===== src/rtl/lsync_pkg.sv =====
package lsync_pkg;
  typedef enum logic [2:0] {
    ST_IDLE, ST_DECIDE, ST_CMD1, ST_CMD2, ST_DONE
  } lsync_state_e;

  typedef enum logic [1:0] {
    CLS_NONE, CLS_L2, CLS_REMOTE
  } lsync_cls_e;

  localparam logic CMD_FLUSH = 1'b0;
  localparam logic CMD_INV   = 1'b1;
endpackage


===== src/rtl/lsync_owner_table.sv =====
module lsync_owner_table #(
  parameter int ENTRIES = 4,
  parameter int ADDR_W  = 16,
  parameter int CORE_W  = 2,
  localparam int IDX_W  = (ENTRIES > 1) ? $clog2(ENTRIES) : 1
) (
  input  logic              clk,
  input  logic              rst_n,
  input  logic [ADDR_W-1:0] look_addr,
  output logic              hit,
  output logic [IDX_W-1:0]  hit_idx,
  output logic [CORE_W-1:0] hit_owner,
  output logic              has_free,
  output logic [IDX_W-1:0]  free_idx,
  output logic [IDX_W-1:0]  victim_idx,
  output logic [CORE_W-1:0] victim_owner,
  input  logic              wr_en,
  input  logic [IDX_W-1:0]  wr_idx,
  input  logic [ADDR_W-1:0] wr_addr,
  input  logic [CORE_W-1:0] wr_owner,
  input  logic              clr_en,
  input  logic [IDX_W-1:0]  clr_idx,
  input  logic              victim_adv
);
  logic [ENTRIES-1:0] vld_q, vld_d;
  logic [ADDR_W-1:0]  tag_q [ENTRIES];
  logic [CORE_W-1:0]  own_q [ENTRIES];
  logic [IDX_W-1:0]   vic_q, vic_d;

  always_comb begin
    hit      = 1'b0;
    hit_idx  = '0;
    has_free = 1'b0;
    free_idx = '0;
    for (int i = ENTRIES - 1; i >= 0; i--) begin
      if (vld_q[i] && tag_q[i] == look_addr) begin
        hit     = 1'b1;
        hit_idx = IDX_W'(i);
      end
      if (!vld_q[i]) begin
        has_free = 1'b1;
        free_idx = IDX_W'(i);
      end
    end
  end

  assign hit_owner    = own_q[hit_idx];
  assign victim_idx   = vic_q;
  assign victim_owner = own_q[vic_q];

  always_comb begin
    vld_d = vld_q;
    for (int i = 0; i < ENTRIES; i++) begin
      if (clr_en && clr_idx == IDX_W'(i)) vld_d[i] = 1'b0;
      if (wr_en && wr_idx == IDX_W'(i))   vld_d[i] = 1'b1;
    end
  end

  always_comb begin
    vic_d = vic_q;
    if (victim_adv) begin
      vic_d = (vic_q == IDX_W'(ENTRIES - 1)) ? '0 : vic_q + 1'b1;
    end
  end

  always_ff @(posedge clk or negedge rst_n) begin
    if (!rst_n) begin
      vld_q <= '0;
      vic_q <= '0;
    end else begin
      vld_q <= vld_d;
      vic_q <= vic_d;
    end
  end

  always_ff @(posedge clk) begin
    for (int i = 0; i < ENTRIES; i++) begin
      if (wr_en && wr_idx == IDX_W'(i)) begin
        tag_q[i] <= wr_addr;
        own_q[i] <= wr_owner;
      end
    end
  end
endmodule


===== src/rtl/lsync_decider.sv =====
module lsync_decider
  import lsync_pkg::*;
#(
  parameter int CORE_W = 2,
  parameter int IDX_W  = 2
) (
  input  logic              agent,
  input  logic              release_op,
  input  logic [CORE_W-1:0] core,
  input  logic              hit,
  input  logic [IDX_W-1:0]  hit_idx,
  input  logic [CORE_W-1:0] hit_owner,
  input  logic              has_free,
  input  logic [IDX_W-1:0]  free_idx,
  input  logic [IDX_W-1:0]  victim_idx,
  input  logic [CORE_W-1:0] victim_owner,
  output lsync_cls_e        cls,
  output logic              c1_en,
  output logic [CORE_W-1:0] c1_core,
  output logic              c2_en,
  output logic              c2_kind,
  output logic              upd_en,
  output logic              clr_en,
  output logic [IDX_W-1:0]  tgt_idx,
  output logic              evict
);
  always_comb begin
    cls     = CLS_L2;
    c1_en   = 1'b0;
    c1_core = hit_owner;
    c2_en   = 1'b1;
    c2_kind = CMD_INV;
    upd_en  = 1'b0;
    clr_en  = 1'b0;
    tgt_idx = hit_idx;
    evict   = 1'b0;
    if (agent) begin
      c2_kind = release_op ? CMD_FLUSH : CMD_INV;
      if (hit) begin
        clr_en = 1'b1;
        c1_en  = !(release_op && hit_owner == core);
      end
    end else if (hit && hit_owner == core) begin
      cls   = CLS_NONE;
      c2_en = 1'b0;
    end else if (hit) begin
      cls    = CLS_REMOTE;
      c1_en  = 1'b1;
      upd_en = 1'b1;
    end else if (has_free) begin
      upd_en  = 1'b1;
      tgt_idx = free_idx;
    end else begin
      c1_en   = 1'b1;
      c1_core = victim_owner;
      upd_en  = 1'b1;
      tgt_idx = victim_idx;
      evict   = 1'b1;
    end
  end
endmodule


===== src/rtl/lsync_counters.sv =====
module lsync_counters
  import lsync_pkg::*;
#(
  parameter int CNT_W = 16
) (
  input  logic             clk,
  input  logic             rst_n,
  input  logic             tick,
  input  lsync_cls_e       cls,
  output logic [CNT_W-1:0] cnt_none,
  output logic [CNT_W-1:0] cnt_l2,
  output logic [CNT_W-1:0] cnt_remote
);
  logic en_none, en_l2, en_rem;

  assign en_none = tick && cls == CLS_NONE;
  assign en_l2   = tick && cls == CLS_L2;
  assign en_rem  = tick && cls == CLS_REMOTE;

  always_ff @(posedge clk or negedge rst_n) begin
    if (!rst_n) begin
      cnt_none   <= '0;
      cnt_l2     <= '0;
      cnt_remote <= '0;
    end else begin
      if (en_none) cnt_none   <= cnt_none + 1'b1;
      if (en_l2)   cnt_l2     <= cnt_l2 + 1'b1;
      if (en_rem)  cnt_remote <= cnt_remote + 1'b1;
    end
  end
endmodule


===== src/rtl/lazy_sync_unit.sv =====
module lazy_sync_unit
  import lsync_pkg::*;
#(
  parameter int N_CORES  = 4,
  parameter int ADDR_W   = 16,
  parameter int ENTRIES  = 4,
  parameter int CNT_W    = 16,
  localparam int CORE_W  = (N_CORES > 1) ? $clog2(N_CORES) : 1,
  localparam int IDX_W   = (ENTRIES > 1) ? $clog2(ENTRIES) : 1
) (
  input  logic              clk,
  input  logic              rst_n,
  input  logic              req_valid,
  output logic              req_ready,
  input  logic [CORE_W-1:0] req_core,
  input  logic [ADDR_W-1:0] req_addr,
  input  logic              req_release,
  input  logic              req_agent,
  output logic              cmd_valid,
  output logic              cmd_kind,
  output logic [CORE_W-1:0] cmd_core,
  input  logic              cmd_ack,
  output logic              done_o,
  output logic [CNT_W-1:0]  cnt_none,
  output logic [CNT_W-1:0]  cnt_l2,
  output logic [CNT_W-1:0]  cnt_remote
);
  // reset: asserted asynchronously, released after two clock edges
  logic [1:0] rst_sync_q;
  logic       rst_i_n;

  always_ff @(posedge clk or negedge rst_n) begin
    if (!rst_n) rst_sync_q <= 2'b00;
    else        rst_sync_q <= {rst_sync_q[0], 1'b1};
  end
  assign rst_i_n = rst_sync_q[1];

  lsync_state_e st_q, st_d;

  logic              acc_en;
  logic [CORE_W-1:0] core_q;
  logic [ADDR_W-1:0] addr_q;
  logic              rel_q, agent_q;

  logic              plan_en;
  lsync_cls_e        cls_q;
  logic              c1_en_q, c2_en_q, c2_kind_q, upd_q, clr_q, evict_q;
  logic [CORE_W-1:0] c1_core_q;
  logic [IDX_W-1:0]  tgt_q;

  logic              t_hit, t_free;
  logic [IDX_W-1:0]  t_hit_idx, t_free_idx, t_vic_idx;
  logic [CORE_W-1:0] t_hit_own, t_vic_own;

  lsync_cls_e        d_cls;
  logic              d_c1_en, d_c2_en, d_c2_kind, d_upd, d_clr, d_evict;
  logic [CORE_W-1:0] d_c1_core;
  logic [IDX_W-1:0]  d_tgt;

  logic in_done;

  lsync_owner_table #(
    .ENTRIES(ENTRIES), .ADDR_W(ADDR_W), .CORE_W(CORE_W)
  ) u_table (
    .clk         (clk),
    .rst_n       (rst_i_n),
    .look_addr   (addr_q),
    .hit         (t_hit),
    .hit_idx     (t_hit_idx),
    .hit_owner   (t_hit_own),
    .has_free    (t_free),
    .free_idx    (t_free_idx),
    .victim_idx  (t_vic_idx),
    .victim_owner(t_vic_own),
    .wr_en       (in_done && upd_q),
    .wr_idx      (tgt_q),
    .wr_addr     (addr_q),
    .wr_owner    (core_q),
    .clr_en      (in_done && clr_q),
    .clr_idx     (tgt_q),
    .victim_adv  (in_done && evict_q)
  );

  lsync_decider #(.CORE_W(CORE_W), .IDX_W(IDX_W)) u_decide (
    .agent       (agent_q),
    .release_op  (rel_q),
    .core        (core_q),
    .hit         (t_hit),
    .hit_idx     (t_hit_idx),
    .hit_owner   (t_hit_own),
    .has_free    (t_free),
    .free_idx    (t_free_idx),
    .victim_idx  (t_vic_idx),
    .victim_owner(t_vic_own),
    .cls         (d_cls),
    .c1_en       (d_c1_en),
    .c1_core     (d_c1_core),
    .c2_en       (d_c2_en),
    .c2_kind     (d_c2_kind),
    .upd_en      (d_upd),
    .clr_en      (d_clr),
    .tgt_idx     (d_tgt),
    .evict       (d_evict)
  );

  lsync_counters #(.CNT_W(CNT_W)) u_cnt (
    .clk       (clk),
    .rst_n     (rst_i_n),
    .tick      (in_done),
    .cls       (cls_q),
    .cnt_none  (cnt_none),
    .cnt_l2    (cnt_l2),
    .cnt_remote(cnt_remote)
  );

  // next state
  always_comb begin
    st_d = st_q;
    unique case (st_q)
      ST_IDLE:   if (req_valid) st_d = ST_DECIDE;
      ST_DECIDE: st_d = d_c1_en ? ST_CMD1 : (d_c2_en ? ST_CMD2 : ST_DONE);
      ST_CMD1:   if (cmd_ack) st_d = c2_en_q ? ST_CMD2 : ST_DONE;
      ST_CMD2:   if (cmd_ack) st_d = ST_DONE;
      ST_DONE:   st_d = ST_IDLE;
      default:   st_d = ST_IDLE;
    endcase
  end

  assign acc_en  = (st_q == ST_IDLE) && req_valid;
  assign plan_en = (st_q == ST_DECIDE);
  assign in_done = (st_q == ST_DONE);

  always_ff @(posedge clk or negedge rst_i_n) begin
    if (!rst_i_n) st_q <= ST_IDLE;
    else          st_q <= st_d;
  end

  always_ff @(posedge clk) begin
    if (acc_en) begin
      core_q  <= req_core;
      addr_q  <= req_addr;
      rel_q   <= req_release;
      agent_q <= req_agent;
    end
  end

  always_ff @(posedge clk) begin
    if (plan_en) begin
      cls_q     <= d_cls;
      c1_en_q   <= d_c1_en;
      c1_core_q <= d_c1_core;
      c2_en_q   <= d_c2_en;
      c2_kind_q <= d_c2_kind;
      upd_q     <= d_upd;
      clr_q     <= d_clr;
      tgt_q     <= d_tgt;
      evict_q   <= d_evict;
    end
  end

  assign req_ready = (st_q == ST_IDLE);
  assign cmd_valid = (st_q == ST_CMD1) || (st_q == ST_CMD2);
  assign cmd_kind  = (st_q == ST_CMD1) ? CMD_FLUSH : c2_kind_q;
  assign cmd_core  = (st_q == ST_CMD1) ? c1_core_q : core_q;
  assign done_o    = in_done;

  logic unused_c1;
  assign unused_c1 = c1_en_q;
endmodule


===== config.mk =====
export PLATFORM = sky130hd
export DESIGN_NAME = lazy_sync_unit
export DESIGN_NICKNAME = d
export VERILOG_FILES = /design/src/rtl/lsync_pkg.sv /design/src/rtl/lsync_owner_table.sv /design/src/rtl/lsync_decider.sv /design/src/rtl/lsync_counters.sv /design/src/rtl/lazy_sync_unit.sv
export SDC_FILE = /design/constraint.sdc
export NUM_CORES = 1
export LEC_CHECK = 0
export ABC_AREA = 1
export BUFFER_PORTS_ARGS = -buffer_cell sky130_fd_sc_hd__clkbuf_2
export CORE_MARGIN = 3
export CORE_UTILIZATION = 60
export DETAILED_ROUTE_END_ITERATION = 16
export PLACE_DENSITY_LB_ADDON = 0.15
export SYNTH_ARGS = -nofsm -noshare
export SYNTH_HDL_FRONTEND = slang
export SYNTH_SLANG_ARGS = --single-unit

===== constraint.sdc =====
create_clock -name clk -period 5.8 [get_ports clk]
set_clock_uncertainty 0.15 [all_clocks]
set_input_delay 1.16 -clock clk [delete_from_list [all_inputs] [get_ports clk]]
set_output_delay 1.16 -clock clk [all_outputs]
set_load 0.01 [all_outputs]

; ---- Word-level counts from Yosys, hierarchy flattened
; Memories as Yosys holds them, arrays and structs flattened.
; Cells that the tools add are included.
[totals]
output_inout_bits = 54
inputBits = 24
memories = 2
ram_bits = 72
regBits = 90
word_cells = 165
[mem_list]
columns = name, depth, width, rd, rd_ports_with_merged_regs, wr, line
row1 = u_table.tag_q, 4, 16, 4, 0, 1, lsync_owner_table.sv:26  ; logic [ADDR_W-1:0] tag_q [ENTRIES];
row2 = u_table.own_q, 4, 2, 2, 0, 1, lsync_owner_table.sv:27  ; logic [CORE_W-1:0] own_q [ENTRIES];
[classes]
eq_ne = 18
mux = 79
reduce_logical = 39
n_addsub = 4
[ops]
columns = cell, n
row1 = $eq A16 B16 Y1, 4
row2 = $mux W2, 28
row3 = $add A16 B1 Y16 const B, 3
row4 = $mux W16, 3
row5 = $reduce_or A16 Y1, 3
row6 = $mux W1, 41
row7 = $logic_and A1 B1 Y1, 21
row8 = $mux W3, 6
row9 = $pmux W3 S4, 1
row10 = $eq A2 B2 Y1 const B, 4
row11 = $reduce_bool A2 Y1, 4
row12 = $reduce_or A2 Y1, 4
row13 = $eq A3 B2 Y1 const B, 2
row14 = $ne A2 B2 Y1 const B, 3
row15 = $eq A2 B1 Y1 const B, 2
row16 = $logic_not A2 Y1, 2
row17 = $eq A3 B1 Y1 const B, 1
row18 = $eq A3 B3 Y1 const B, 1
row19 = $logic_not A3 Y1, 1
row20 = $reduce_and A3 Y1, 1
row21 = $reduce_or A3 Y1, 1
row22 = $add A2 B1 Y2 const B, 1
row23 = $eq A2 B2 Y1, 1
row24 = $logic_not A1 Y1, 1
row25 = $logic_or A1 B1 Y1, 1

; ---- Depth between registers and ports, before layout
; Gate-level depths: netlist (run 1).
; An unclocked memory read counts as a cell.
[depth]
depth_word = 15
ltp_mapped = 23
ltp_nobuf = 23

; ---- Modules after synthesis
; From an unflattened synthesis (run 1), not the netlist that was laid out.
[unflattened]
hier_cells = 1016
area_unflattened_um2 = 8544.4
[modules_own_cells]
columns = module, area_each_um2, n_inst, cells_each, seq_area_each_um2
row1 = lsync_owner_table, 4555.6, 1, 576, 2312.2
row2 = lsync_counters, 2501.1, 1, 312, 1201.2
row3 = lazy_sync_unit, 1291.2, 1, 87, 1056.0
row4 = lsync_decider, 196.4, 1, 41, 0.0

; ---- Least setup slack after synthesis (run 1)
; Ideal clock, no wire load.
[synth_path]
kind = register to register
start = reg st_q[1]
end = mem u_table.own_q[1][0] (enable)
setup_ns = 0.417
required_ns = 5.233
arrival_time_ns = 2.226
n_path_buf = 0
synth_period_minus_slack_ns = 2.794
path_stages_with_launch = 6
setup_slack_ns = 3.006
cell_sequence = dfrtp_1 > nor2_2 > nand2_4 > inv_1 > nand2_1 > nor3_1
[synth_via]
elab_chain_len = 9
elab_cells_between_ends = 23
cone_classes = eq/ne (1) / mux (14) / reduce/logical (8)
[synth_lines]
columns = item, line
row1 = "start, declared", lazy_sync_unit.sv:38  ; lsync_state_e st_q, st_d;
row2 = "start signal, assigned", lazy_sync_unit.sv:135  ; else st_q <= st_d;
row3 = $eq A3 B3 Y1 *, lazy_sync_unit.sv:131  ; assign in_done = (st_q == ST_DONE);
row4 = net done_o, lazy_sync_unit.sv:23  ; output logic done_o,
row5 = $logic_and A1 B1 Y1 *, lazy_sync_unit.sv:75  ; .wr_en (in_done && upd_q),
row6 = $logic_and A1 B1 Y1, lsync_owner_table.sv:78  ; if (wr_en && wr_idx == IDX_W'(i)) begin
row7 = $mux W1, lsync_owner_table.sv:78
row8 = $mux W1 (implied by the code), lsync_owner_table.sv:80  ; own_q[i] <= wr_owner;
row9 = $reduce_or A2 Y1 (no source line), --
row10 = $mux W2 (no source line) or $mux W1 (tied branches) (3 in series), --
row11 = "end, declared", lsync_owner_table.sv:27
; Mark *: on every way through the listed nets, which the timed path passes. The rest lies on a longest branch.

; ---- Worst setup path after layout (run 1)
[layout_path]
start = reg st_q[0]
end = out cmd_kind
[layout_via]
elab_chain_len = 2
[layout_lines]
columns = item, line
row1 = $eq A3 B2 Y1, lazy_sync_unit.sv:163  ; assign cmd_kind = (st_q == ST_CMD1) ? CMD_FLUSH : c2_kind_q;
row2 = $mux W1, lazy_sync_unit.sv:163
row3 = "end, declared", lazy_sync_unit.sv:20  ; output logic cmd_kind,
; No other way between the ends.

==> results of run 1 <==
layer usage:
layer / GRT usage (%) / routed length, microns / vias up
met4: 9.88 / 456 / 0
met2: 43.1 / 8790 / 200
li1: - / - / 2824
met1: 36.0 / 7820 / 2772
met5: 0 / 0 / -
met3: 6.13 / 1250 / 37
cell families after synthesis:
logic type               Yosys count
AND/OR/NAND/NOR                  414
flip-flops                       162
buffers and inverters            121
XOR/XNOR                          55
AO/OA/AOI/OAI                     49
adder cells (fa/ha/maj)            4
multiplexers                       3
other                              1
worst reg2reg max path, cell delays in order (launching register included):
cell and delay [ns]:
sky130_fd_sc_hd__edfxtp_1 0.57, sky130_fd_sc_hd__inv_2 0.22, sky130_fd_sc_hd__or2_2 0.15, sky130_fd_sc_hd__nand2_1 0.04, sky130_fd_sc_hd__nor2_1 0.08, sky130_fd_sc_hd__nand3b_1 0.20
sky130_fd_sc_hd__nor2_2 0.18, sky130_fd_sc_hd__inv_1 0.06, sky130_fd_sc_hd__nand2_1 0.10, sky130_fd_sc_hd__nand3_2 0.17, sky130_fd_sc_hd__inv_2 0.12, sky130_fd_sc_hd__nand3_2 0.09
sky130_fd_sc_hd__nand2_2 0.08, sky130_fd_sc_hd__nand2_2 0.06, sky130_fd_sc_hd__nand2_4 0.08, sky130_fd_sc_hd__nand3_4 0.07, sky130_fd_sc_hd__nand2_2 0.08, sky130_fd_sc_hd__inv_2 0.03
sky130_fd_sc_hd__nand2_1 0.05, sky130_fd_sc_hd__nand2_1 0.05, sky130_fd_sc_hd__nand2_1 0.06, sky130_fd_sc_hd__nand2_1 0.06
final cells by class:
class	instances	area [sq um]	share of cell area, %
clock inverter	12	115	1.27
timing repair buffer	79	400	4.42
tap	172	215	2.37
clock buffer	20	479	5.28
sequential	162	4570	50.4
multi-input combinational	526	2830	31.2
inverter	121	454	5.01
cell usage in the layout, fill, tap and decap left out, types with 2 or more instances in the layout:
cell | Yosys | layout
sky130_fd_sc_hd__or2_1 | 3 | 3
sky130_fd_sc_hd__o21bai_1 | 4 | 4
sky130_fd_sc_hd__nand2_4 | 3 | 3
sky130_fd_sc_hd__clkinvlp_4 | 0 | 2
sky130_fd_sc_hd__nand2_1 | 212 | 212
sky130_fd_sc_hd__inv_1 | 110 | 110
sky130_fd_sc_hd__o21ai_0 | 22 | 22
sky130_fd_sc_hd__nand4_1 | 14 | 14
sky130_fd_sc_hd__and2_1 | 2 | 2
sky130_fd_sc_hd__dfrtp_1 | 59 | 58
sky130_fd_sc_hd__nor2_1 | 77 | 76
sky130_fd_sc_hd__nand2_2 | 8 | 8
sky130_fd_sc_hd__nor3_2 | 4 | 4
sky130_fd_sc_hd__buf_4 | 0 | 2
sky130_fd_sc_hd__clkbuf_16 | 0 | 19
sky130_fd_sc_hd__mux2_2 | 3 | 3
sky130_fd_sc_hd__a21oi_1 | 16 | 16
sky130_fd_sc_hd__nor2_2 | 4 | 5
sky130_fd_sc_hd__edfxtp_1 | 103 | 103
sky130_fd_sc_hd__inv_6 | 0 | 5
sky130_fd_sc_hd__clkbuf_2 | 0 | 77
sky130_fd_sc_hd__a31oi_1 | 2 | 2
sky130_fd_sc_hd__xor2_1 | 30 | 30
sky130_fd_sc_hd__ha_1 | 4 | 4
sky130_fd_sc_hd__inv_4 | 0 | 2
sky130_fd_sc_hd__o22ai_1 | 2 | 2
sky130_fd_sc_hd__o211ai_1 | 2 | 2
sky130_fd_sc_hd__nor3_4 | 3 | 7
sky130_fd_sc_hd__xnor2_1 | 25 | 25
sky130_fd_sc_hd__nand3_2 | 7 | 7
sky130_fd_sc_hd__nand3_1 | 38 | 38
sky130_fd_sc_hd__inv_2 | 11 | 11
sky130_fd_sc_hd__nand4_2 | 2 | 2
sky130_fd_sc_hd__nor3_1 | 19 | 15
sky130_fd_sc_hd__and3b_1 | 2 | 2
sky130_fd_sc_hd__nand3b_1 | 5 | 5
sky130_fd_sc_hd__or2_2 | 5 | 5
sky130_fd_sc_hd__nor4_2 | 2 | 2
cell usage after synthesis (5+ instances only):
library cell               number
sky130_fd_sc_hd__nor3_1        19
sky130_fd_sc_hd__nand3_2        7
sky130_fd_sc_hd__or2_2          5
sky130_fd_sc_hd__nor2_1        77
sky130_fd_sc_hd__o21ai_0       22
sky130_fd_sc_hd__nand3_1       38
sky130_fd_sc_hd__nand4_1       14
sky130_fd_sc_hd__nand2_2        8
sky130_fd_sc_hd__nand2_1      212
sky130_fd_sc_hd__nand3b_1       5
sky130_fd_sc_hd__inv_1        110
sky130_fd_sc_hd__xor2_1        30
sky130_fd_sc_hd__a21oi_1       16
sky130_fd_sc_hd__dfrtp_1       59
sky130_fd_sc_hd__xnor2_1       25
sky130_fd_sc_hd__inv_2         11
sky130_fd_sc_hd__edfxtp_1     103
worst min path at each step:
stage                              from            end  slack, ns  cells after the start
after floorplan           rst_sync_q[0]  rst_sync_q[1]       0.18                      0
after global placement    rst_sync_q[0]  rst_sync_q[1]       0.19                      0
after detailed placement  rst_sync_q[0]  rst_sync_q[1]       0.19                      0
after CTS                 rst_sync_q[0]  rst_sync_q[1]       0.21                      0
after global routing      rst_sync_q[0]  rst_sync_q[1]       0.23                      0
final                     rst_sync_q[0]  rst_sync_q[1]       0.21                      0
report_power, final:
part,internal (uW),switching (uW),total [uW]
Combinational,200,423,623
Sequential,1390,146,1540
Clock,649,466,1120
Total,2240,1040,3280
registers in the layout (all words and copies together), names as in the netlist, 3 cells and up:
signal and count:
st_q 3, u_table.vld_q 4, u_cnt.cnt_l2 16, addr_q 16, u_cnt.cnt_remote 16, u_table.own_q 8, u_cnt.cnt_none 16, u_table.tag_q 64
per-stage QoR:
stage,total power [uW],cell area [sq um],std cells,util [%]
2_1_floorplan,1930,7810,809,-
3_3_place_gp,2150,8470,1060,66.9
3_5_place_dp,2170,8470,1060,66.9
4_1_cts,3290,9070,1092,71.6
5_1_grt,3450,9070,1092,71.6
6_report,3280,9070,1092,71.6
==> run_results.csv, run 1 <==
group,metric,value,unit
floorplanning,core_region_area,12700,sq um
critical_path,slowest_stage,"sky130_fd_sc_hd__nor3_1",
routing,drt-total-wl,18300,microns
routing,routed-via-count,5833,
grt,grt_pass1_vias,5750,
critical_path,endpoint,"cmd_kind",
synthesis,yosysTopAreaCell,"sky130_fd_sc_hd__edfxtp_1",
floorplanning,initial_util,61.6,%
routing,antenna_violating_nets_post_route,0,
synthesis,syn_nets,837,
run_status,run_status,"finished, final reports clean",
synthesis,post_synth_fa_ha_maj_area_fraction,0.641,%
routing,avg_vias_per_cell,5.34,
routing,drc,0,
grt,grt_antenna_before_repair,0,
clocking,post_cts_buffers,0,
timing,worst_slew_pin_slew,1.22,ns
critical_path,worst_path_dominant_cell_family,"simple AND/OR/NAND/NOR gates",
timing,timing.final.crit_share,52.4,%
critical_path,timing.critical_path.from,"st_q[0]",
critical_path,crit_arrival,1.73,ns
pwr,peakVddDrop,0.248,mV
floorplanning,die_height,120,microns
synthesis,synth_cells,809,
routing,drt-pass1-iter-count,5,
job,count_of_maximum_capacitance_violations,0,
timing,period_minus_slack,3.04,ns
critical_path,cp-start-kind,"register",
synthesis,area_share_of_the_leading_cell_type_in_the_synthesized_netlist,39.6,%
floorplanning,floorplan.io_pins,78,
clocking,h-tree-depth,4,
critical_path,worst-r2r-cell-count,21,
synthesis,synth_simple_gate_area_share,25.0,%
timing,timing.slew.headroom,18.3,%
critical_path,worst-path-max-fanout,6,
timing,timing.final.ws_setup,2.76,ns
synthesis,xor_xnor_share_of_the_synthesized_area,6.17,%
clocking,cts_clk_pin_slew_worst_paths,0.06,ns
floorplanning,dieWidth,120,microns
pwr,leakagePower,0.00432,uW
clocking,cts_tree,"built",
timing,timing.hold.ws,0.205,ns
synthesis,syn_area_per_cell,9.65,sq um
timing,drv_slew,0,
timing,hold_viol,0,
grt,global_route.overflow_total,0,
critical_path,crit_buf_inv,3,
placement,dp.final_hpwl,13300,microns
timing,final.setup.tns,0,ns
clocking,cts_repair_resize_count,0,
finish,final_nets,935,
finish,nFillCells,982,
critical_path,maximum_single_stage_delay_on_the_critical_path,0.52,ns
clocking,worstSkewPairLatency,0.43,ns
synthesis,yosys_cell_types,38,
synthesis,post_synth_mux_area_share,0.433,%
critical_path,critPathKind,"reg2out",
placement,pre_cts_slack,3.04,ns
placement,placement.io_buffers,77,
critical_path,worstSetupEndpointType,"output pin",
synthesis,total_standard_cell_area_after_synthesis,7810,sq um
placement,gp_congestion,1.00,
finish,layout-area-overhead-vs-synth,16.1,%
critical_path,cp.required,4.49,ns
critical_path,cp_common_cell,"sky130_fd_sc_hd__inv_1",
timing,report.final.setup_viol,0,
pwr,p_per_area,362,nW/um^2
clocking,holdBufCountCts,0,
routing,first_iter_violations,434,
worst_hold_path,hold_class,"reg2reg",
synthesis,seq_area_frac_synth,58.5,%
synthesis,yosys_warnings,0,
synthesis,synth_top_family_by_area,"simple AND/OR/NAND/NOR gates",
critical_path,critical_path_cell_list,"nor3_1 > inv_1 > nand2_1 > inv_1 > clkbuf_2",
timing,rsz0062_at_grt,"false",
floorplanning,die-area,14400,sq um
finish,drive_above_1_share,18.6,%
clocking,tritoncts.num_buffers,17,
routing,wl_per_cell,16.8,microns
clocking,clock_tree.root_cell,"sky130_fd_sc_hd__clkbuf_16",
critical_path,ff2ff_setup_slack,2.93,ns
floorplanning,core.rowCount,41,
synthesis,synth_edf_count,103,
timing,max_clock_freq,329,MHz
synthesis,ys_seq_elements,162,
grt,grt_max_degree,58,
critical_path,critical_path_depth,5,
grt,grt_first_pass_wirelength,29500,microns
clocking,clock-sinks,162,
synthesis,synth-async-reset-ratio,36.4,%
critical_path,crit-reg2reg-capture,"st_q[0]",
critical_path,worstReg2RegStart,"addr_q[6]",
synthesis,netlist_top_cells_area,"sky130_fd_sc_hd__edfxtp_1, sky130_fd_sc_hd__dfrtp_1, sky130_fd_sc_hd__nand2_1",
synthesis,synthesized_area_fraction_occupied_by_ao_oa_aoi_and_oai_cells,3.40,%
clocking,clock_path_buffers,2,
grt,gr-usage-all-layers,26.8,%
synthesis,synthFlopType,"sky130_fd_sc_hd__edfxtp_1",
finish,antenna_cells,0,
(Power assumes the default switching activity.)
==> inputs of run 2 (changes only) <==
Settings changed: CORE_UTILIZATION 60 to 59.
Clock period 5.8 ns to 3.2 ns, I/O delays scaled along.
==> run 2 against run 1 <==
Clock power rose by 70%. Global-route usage fell by 0.32 points. Sequential share of layout area barely moved. Sequential power rose by 81%. Hold slack got worse by 0.11 ns. Routed wire length rose by 0.35%. Core utilization fell by 0.62 points. Critical endpoint is now tgt_q[0]. Final cell count rose by 0.82%. First-iteration DRC count rose by 53%.
==> run_results.csv, run 2 (same netlist as run 1, synthesis figures left out) <==
group,metric,value,unit
floorplanning,die_height,121,microns
pwr,leakagePower,0.00434,uW
grt,grt_max_degree,24,
finish,antenna_cells,0,
placement,gp_congestion,0.931,
timing,rsz0062_at_grt,"false",
placement,placement.io_buffers,77,
job,count_of_maximum_capacitance_violations,0,
timing,worst_slew_pin_slew,0.615,ns
clocking,h-tree-depth,4,
timing,report.final.setup_viol,0,
finish,layout.cells.most_common,"sky130_fd_sc_hd__nand2_1",
critical_path,crit_arrival,2.78,ns
finish,commonest_cells_after_routing_fill_and_taps_aside,"sky130_fd_sc_hd__nand2_1, sky130_fd_sc_hd__inv_1, sky130_fd_sc_hd__edfxtp_1, sky130_fd_sc_hd__clkbuf_2, sky130_fd_sc_hd__nor2_1",
pwr,clock_power_share,32.7,%
routing,wl_per_cell,16.7,microns
critical_path,critPathKind,"reg2reg",
finish,nFillCells,948,
worst_hold_path,hold_class,"reg2async",
timing,timing.slew.headroom,58.7,%
finish,largest_register_ff_count,64,
clocking,tritoncts.num_buffers,17,
pwr,power_switching_share,31.7,%
run_status,run_status,"finished, final reports clean",
routing,drt-total-wl,18400,microns
routing,avg_vias_per_cell,5.38,
grt,grt_pass1_vias,5772,
clocking,clock_tree.root_cell,"sky130_fd_sc_hd__clkbuf_16",
floorplanning,dieWidth,121,microns
pwr,internal_power,3960,uW
critical_path,cp_common_cell,"sky130_fd_sc_hd__nand2_1",
floorplanning,core_region_area,12800,sq um
critical_path,crit_buf_inv,1,
floorplanning,floorplan.io_pins,78,
clocking,clock_path_buffers,2,
routing,drt-pass1-iter-count,6,
routing,drc,0,
clocking,cts_clk_pin_slew_worst_paths,0.06,ns
routing,routed-via-count,5919,
critical_path,critical_path_cell_list,"xor2_1 > and3b_1 > nand3_2 > nand2_1 > nor2_1 > nand2_1 > o21ai_0 > inv_1",
routing,antenna_violating_nets_post_route,0,
timing,hold_viol,0,
timing,drv_slew,0,
clocking,cts_tree,"built",
pwr,seqPwrFrac,47.9,%
pwr,totalPowerFinal,5800,uW
grt,grt_first_pass_wirelength,29500,microns
grt,global_route.overflow_total,0,
clocking,post_cts_buffers,0,
critical_path,worst_path_dominant_cell_family,"simple AND/OR/NAND/NOR gates",
floorplanning,initial_util,61.1,%
pwr,power.combinational.fraction,19.3,%
pwr,p_switching,1840,uW
finish,registers.top_by_ff_count,"u_table.tag_q",
critical_path,maximum_single_stage_delay_on_the_critical_path,0.53,ns
critical_path,cp-start-kind,"register",
placement,dp.final_hpwl,13500,microns
critical_path,slowest_stage,"sky130_fd_sc_hd__xor2_1",
finish,drive_above_1_share,19.3,%
pwr,p_per_area,640,nW/um^2
critical_path,worst-path-max-fanout,7,
floorplanning,core.rowCount,41,
grt,gr-usage-all-layers,26.5,%
finish,layout-area-overhead-vs-synth,16.0,%
pwr,peakVddDrop,0.727,mV
clocking,worstSkewPairLatency,0.44,ns
grt,grt_antenna_before_repair,0,
clocking,clock-sinks,162,
timing,timing.final.crit_share,85.6,%
floorplanning,die-area,14700,sq um
finish,final_nets,944,
timing,period_minus_slack,2.74,ns
timing,max_clock_freq,365,MHz
routing,first_iter_violations,662,
critical_path,cp.required,3.24,ns
timing,final.setup.tns,0,ns
critical_path,worstSetupEndpointType,"register",
run 2: cell count changes in the layout (fill, tap and decap cells not counted), sizes merged:
cell / previous run / this run
inv: 128 / 124
clkinvlp: 2 / 1
dlygate4sd3: 0 / 1
clkinv: 2 / 9
buf: 2 / 10
clkbuf: 97 / 95
run 2: per-stage QoR:
step / instances / util [%] / setup WS, ns / hold slack (ns) / instance area (sq um)
2_1_floorplan: 809 / - / 0.406 / 0.181 / 7810
3_3_place_gp: 1068 / 66.6 / 0.568 / 0.104 / 8510
3_5_place_dp: 1068 / 66.6 / 0.538 / 0.119 / 8510
4_1_cts: 1101 / 70.9 / 0.505 / 0.128 / 9060
5_1_grt: 1101 / 70.9 / 0.120 / 0.141 / 9060
6_report: 1101 / 70.9 / 0.462 / 0.0989 / 9060
run 2: metal layers:
layer	GRT usage, %	vias up	routed length (microns)
li1	-	2835	-
met1	37.7	2876	8310
met2	40.3	175	8640
met3	6.25	33	1050
met4	9.49	0	365
met5	0	-	0
run 2: what timing repair did:
| action | CTS | global route |
|---|---|---|
| gates resized for setup | 0 | 0 |
| hold buffers | 1 | 0 |
| setup endpoints to repair | 0 | 0 |
| endpoints found under the hold margin | 2 | 0 |
run 2: power groups by stage:
stage	Sequential, uW	Clock [uW]	Combinational (uW)
after floorplan	2760	0	737
after global placement	2800	0	1070
after detailed placement	2820	0	1100
after CTS	2780	1920	1110
after global routing	2810	2020	1260
final	2780	1900	1120
run 2: cell type report:
class | count | area [sq um] | share of cell area (%)
Timing Repair Buffer | 88 | 470 | 5.19
Clock inverter | 14 | 114 | 1.26
Sequential cell | 162 | 4570 | 50.4
Clock buffer | 18 | 429 | 4.74
Multi-Input combinational cell | 526 | 2810 | 31.0
Tap cell | 172 | 215 | 2.38
Inverter | 121 | 454 | 5.01
run 2: worst paths after layout:
check	from	end	slack, ns	depth (start not counted)
max	addr_q[8]	tgt_q[0]	0.46	8
min	rst_sync_q[1]	st_q[2]	0.1	0
max reg2reg	addr_q[8]	tgt_q[0]	0.46	8
min reg2reg	rst_sync_q[1]	st_q[2]	0.1	0
max in group asynchronous	rst_sync_q[1]	u_cnt.cnt_remote[4]	2.11	1
min in group clk	rst_sync_q[0]	rst_sync_q[1]	0.21	0
